## config.mk

```make
export PLATFORM = sky130hd
export DESIGN_NAME = esc_frame_tx
export DESIGN_NICKNAME = d
export VERILOG_FILES = /design/src/rtl/esc_frame_tx.sv
export SDC_FILE = /design/constraint.sdc
export NUM_CORES = 1
export LEC_CHECK = 0
export BUFFER_PORTS_ARGS = -buffer_cell sky130_fd_sc_hd__buf_2
export CAP_MARGIN = 20
export CELL_PAD_IN_SITES_DETAIL_PLACEMENT = 2
export CELL_PAD_IN_SITES_GLOBAL_PLACEMENT = 2
export CORE_MARGIN = 8
export CORE_UTILIZATION = 33
export CTS_BUF_LIST = sky130_fd_sc_hd__clkbuf_4
export CTS_CLUSTER_DIAMETER = 120
export DETAILED_ROUTE_END_ITERATION = 8
export PLACE_DENSITY = 0.88
export SLEW_MARGIN = 40
export SYNTH_ARGS = -nofsm -noshare
export SYNTH_HDL_FRONTEND = slang
export SYNTH_SLANG_ARGS = --single-unit
```

## constraint.sdc

```tcl
create_clock -name clk -period 3 [get_ports clk]
set_input_delay 0.15 -clock clk [delete_from_list [all_inputs] [get_ports clk]]
set_output_delay 0.15 -clock clk [all_outputs]
set_load 0.005 [all_outputs]
```

## src/rtl/esc_frame_tx.sv

```systemverilog
module esc_frame_tx #(
  parameter int AW = 8
) (
  input  logic          clk,
  input  logic          rst_n,
  input  logic          start,
  input  logic          ack,
  input  logic [7:0]    len,
  input  logic [7:0]    cmd,
  output logic [AW-1:0] rd_addr,
  input  logic [7:0]    rd_data,
  output logic [7:0]    tx_data,
  output logic          tx_valid,
  input  logic          tx_ready,
  output logic          busy
);
  localparam logic [7:0] ESC = 8'h04;
  localparam logic [7:0] SOF = 8'h02;
  localparam logic [7:0] EOF = 8'h03;
  localparam logic [7:0] ACKV = 8'h06;

  typedef enum logic [3:0] {
    S_IDLE, S_SOF, S_ESCH, S_LEN, S_CMD, S_PAY, S_SUM, S_ESCT, S_EOF
  } st_t;

  st_t        st;
  logic [7:0] len_q, cmd_q, arg_q, sum_q, idx;
  logic       ack_q, esc_q;
  logic [7:0] body;
  logic       stuffable, need_esc, fire;

  always_comb begin
    case (st)
      S_SOF:   body = SOF;
      S_ESCH:  body = ESC;
      S_LEN:   body = len_q;
      S_CMD:   body = cmd_q;
      S_PAY:   body = ack_q ? arg_q : rd_data;
      S_SUM:   body = 8'd0 - sum_q;
      S_ESCT:  body = ESC;
      S_EOF:   body = EOF;
      default: body = 8'h00;
    endcase
  end

  assign stuffable = (st == S_LEN) || (st == S_CMD) || (st == S_PAY) || (st == S_SUM);
  assign need_esc  = stuffable && (body == ESC) && !esc_q;
  assign tx_data   = need_esc ? ESC : body;
  assign tx_valid  = (st != S_IDLE);
  assign busy      = (st != S_IDLE);
  assign fire      = tx_valid && tx_ready;
  assign rd_addr   = AW'(idx);

  always_ff @(posedge clk or negedge rst_n) begin
    if (!rst_n) begin
      st    <= S_IDLE;
      len_q <= '0;
      cmd_q <= '0;
      arg_q <= '0;
      sum_q <= '0;
      idx   <= '0;
      ack_q <= 1'b0;
      esc_q <= 1'b0;
    end else if (st == S_IDLE) begin
      if (start) begin
        st    <= S_SOF;
        ack_q <= ack;
        len_q <= ack ? 8'h01 : len;
        cmd_q <= ack ? ACKV : cmd;
        arg_q <= cmd;
        idx   <= '0;
        esc_q <= 1'b0;
      end
    end else if (fire) begin
      if (need_esc) begin
        esc_q <= 1'b1;
      end else begin
        esc_q <= 1'b0;
        case (st)
          S_SOF:  st <= S_ESCH;
          S_ESCH: st <= S_LEN;
          S_LEN: begin
            sum_q <= len_q;
            st    <= S_CMD;
          end
          S_CMD: begin
            sum_q <= sum_q + cmd_q;
            st    <= (len_q == 8'd0) ? S_SUM : S_PAY;
          end
          S_PAY: begin
            sum_q <= sum_q + body;
            idx   <= idx + 8'd1;
            if (idx == len_q - 8'd1) st <= S_SUM;
          end
          S_SUM:  st <= S_ESCT;
          S_ESCT: st <= S_EOF;
          default: st <= S_IDLE;
        endcase
      end
    end
  end

  a_r7_hold: assert property (@(posedge clk) disable iff (!rst_n)
    (tx_valid && !tx_ready) |=> (tx_valid && $stable(tx_data)));

  a_r8_busy_drop: assert property (@(posedge clk) disable iff (!rst_n)
    (fire && st == S_EOF) |=> !busy);

  a_r2_open: assert property (@(posedge clk) disable iff (!rst_n)
    (start && !busy) |=> (tx_valid && tx_data == SOF));

  a_r4_escape_pair: assert property (@(posedge clk) disable iff (!rst_n)
    (fire && need_esc) |=> (tx_valid && tx_data == ESC));

  a_r8_no_restart: assert property (@(posedge clk) disable iff (!rst_n)
    (busy && st != S_EOF) |=> busy);
endmodule

```

==> flow_metrics.env <==
export IMPL_status="finished, violations left"
export IMPL_violations="negative hold slack, negative setup slack"
export IMPL_fin_crit_sh_pct=103
export IMPL_die_h_um=115
export IMPL_hold_viol_final=3
export IMPL_synth_edf_count=0
export IMPL_antenna_left=0
export IMPL_die_w_um=115
export IMPL_fin_nets=482
export IMPL_grt_pass1_vias=3826
export IMPL_syn_avg_cell_area_um2=9.30
export IMPL_io_pins=47
export IMPL_cts_tree="yes"
export IMPL_swShare_pct=50.8
export IMPL_max_freq_ghz=0.322
export IMPL_synth_ff_type="dfrtp_1"
export IMPL_cp_startpoint="st[1]"
export IMPL_final_cell_mix="dfrtp_1, buf_2, buf_4, nand2_1, o21ai_0"
export IMPL_reg2reg_depth=12
export IMPL_dpl_worst_slack_ns=-0.106
export IMPL_antenna_found_initial=1
export IMPL_min_period_ns=3.10
export IMPL_cts_num_sinks=46
export IMPL_yosys_warnings=0
export IMPL_final_layout_size_suffix_gt1_share_pct=31.9
export IMPL_setup_slack_ns=-0.102
export IMPL_worstSetupPathType="reg2reg"
export IMPL_min_delay_start="len[4]"
export IMPL_switching_power_mw=2.62
export IMPL_hold_path_end="len_q[4]"
export IMPL_row_count=36
export IMPL_slew_headroom_pct=56.3
export IMPL_cts_buffers=5
export IMPL_drt_iter0_drc=174
export IMPL_vias=3396
export IMPL_grt_overflow=0
export IMPL_holdPathStages=3
export IMPL_seqPwrFrac_pct=23.9
export IMPL_core_um2=9640
export IMPL_synth_seq_cells=46
export IMPL_rsz0062_at_grt="yes"
export IMPL_power_leakage_nw=1.98
export IMPL_drc=0
export IMPL_maxSlewViolCount=0
export IMPL_cap_violations=0
export IMPL_yosysSeqAreaShare_pct=35.5
export IMPL_cp_data_arrival_time_ns=3.44
export IMPL_firstDrtPassIters=4
export IMPL_floorplan_die_area_um2=13300
export IMPL_ctsHtreeMaxLevel=2
export IMPL_cts_root_buf="clkbuf_4"
export IMPL_place_congestion=0.884
export IMPL_timing_rr_start="st[1]"
export IMPL_ir_drop_v=0.000589
export IMPL_async_reset_ff_share_pct=100
export IMPL_min_path_type="in2reg"
export IMPL_holdWs_ns=-0.0161
export IMPL_path_max_fanout=8
export IMPL_finalSetupViolations=9
export IMPL_comb_power_share_pct=68.9
export IMPL_wl_mm=16.7
export IMPL_clkLatencyLatePin_ns=0.43
export IMPL_synth_cell_types=60
export IMPL_initial_core_util_pct=33.7
export IMPL_clkPwrFrac_pct=7.1
export IMPL_path_clk_slew_ns=0.18
export IMPL_io_buffers=46
export IMPL_intPower_mw=2.54
export IMPL_end_kind="register"
export IMPL_grt_pass1_wl_mm=22.9
export IMPL_start_kind="register"
export IMPL_hpwl_mm=9.43
export IMPL_r2r_end="rd_addr[4]"
export IMPL_fin_skew_ns=0.0211
export IMPL_via_per_inst=5.90
export IMPL_r2r_slack_ns=-0.10
export IMPL_worst_slew_pin_slew_ns=0.656
export IMPL_area_delta_synth_final_pct=29.7
export IMPL_synthesis_area_um2=3250
export IMPL_synth_nets=390
export IMPL_wl_per_cell_um=29.0
export IMPL_grtUsageTotal_pct=22.8
export IMPL_power_density_nw_per_um2=1230
export IMPL_grt_start_max_net_pins=47
export IMPL_synthCells=349
export IMPL_cts_max_path_buffers=2
export IMPL_crit_required_ns=3.33
## per-stage QoR
step / cells / utilization [%] / setup TNS, ns / power, mW / cell area (um^2)
final: 576 / 43.7 / -0.344 / 5.16 / 4210
after global routing: 576 / 43.7 / -0.888 / 5.36 / 4210
after CTS: 568 / 42.3 / 0 / 4.58 / 4080
after detailed placement: 549 / 40.3 / -0.471 / 4.07 / 3880
after global placement: 549 / 40.2 / 0 / 3.84 / 3880
after floorplan: 349 / - / 0 / 2.84 / 3250
## sequential cells by signal (all words and copies together), names as in the netlist
register,cells
sum_q,8
ack_q,1
len_q,8
st,4
arg_q,8
cmd_q,8
rd_addr,8
esc_q,1
## synthesized netlist by cell type, types with 3 or more instances
cell type / n / area share (%)
mux2i_1: 18 / 5.6
xnor2_1: 16 / 4.3
a221o_1: 3 / 0.93
mux2_2: 12 / 4.2
nor2_1: 24 / 2.8
o31ai_1: 3 / 0.69
buf_2: 7 / 1.1
and3_1: 3 / 0.58
a21o_1: 11 / 2.5
xor2_1: 11 / 3.0
a31oi_1: 4 / 0.77
ha_1: 11 / 4.2
a41oi_1: 3 / 0.81
nor3b_1: 5 / 1.2
o21ai_0: 26 / 4.0
clkbuf_1: 7 / 0.81
dfrtp_1: 46 / 35
nor3_1: 5 / 0.77
inv_1: 10 / 1.2
nand2b_1: 16 / 3.1
nand3b_1: 4 / 0.93
a21oi_1: 17 / 2.6
nand3_1: 5 / 0.77
nor2b_1: 3 / 0.58
nand2_1: 33 / 3.8
## critical path, cell delays in order, from the launching register on
cell and delay (ns):
dfrtp_1 0.44, nand4bb_1 0.18, buf_6 0.16, buf_6 0.15
nor2_1 0.07, a221oi_1 0.39, o31ai_1 0.25, or4_4 0.63
buf_4 0.18, a21oi_1 0.13, buf_4 0.17, nor2b_1 0.05
a21oi_1 0.21
## kinds of logic after synthesis
kind of cell | synth area share (%)
flip-flops | 35.5
buffers and inverters | 4.32
multiplexers | 9.71
adder cells (fa/ha/maj) | 4.86
XOR/XNOR | 7.29
AND/OR/NAND/NOR | 20.6
AO/OA/AOI/OAI | 17.8
## final cells by class
class,count,area [um^2]
fillers,1039,5430
multi-input cells,274,2050
flip-flops and latches,46,1150
repair buffers,104,741
well taps,133,166
clock buffers,5,37.5
inverters,10,37.5
clock inverters,3,25.0
diodes,1,2.50
## power by group through the flow
stage | Clock (mW) | Sequential (mW) | Combinational [mW]
2_1_floorplan | 0 | 1.08 | 1.76
3_3_place_gp | 0 | 1.16 | 2.69
3_5_place_dp | 0 | 1.18 | 2.89
4_1_cts | 0.354 | 1.18 | 3.05
5_1_grt | 0.383 | 1.24 | 3.74
6_report | 0.368 | 1.24 | 3.55
## routing by layer
layer / share of wire [%] / vias up / track usage (%)
met4: 6.3 / 0 / 10.4
met5: 0 / - / 0
met2: 51 / 168 / 40.9
met1: 37 / 1714 / 25.1
li1: - / 1434 / -
met3: 6.1 / 80 / 4.94
## worst max path at each step
stage	to	slack, ns	cells after the start
after floorplan	rd_addr[6]	0.06	12
after global placement	sum_q[7]	0.04	12
after detailed placement	sum_q[7]	-0.11	12
after CTS	sum_q[6]	0.01	14
after global routing	sum_q[7]	-0.15	13
final	rd_addr[4]	-0.10	12
## timing repair
item,in CTS,in global routing
hold endpoints to repair,56,0
hold buffers,11,0
setup buffers,0,7
resized for setup,9,17
setup endpoints to repair,15,17
pin swaps,0,12
No activity file was read; power rests on OpenSTA's default activity.
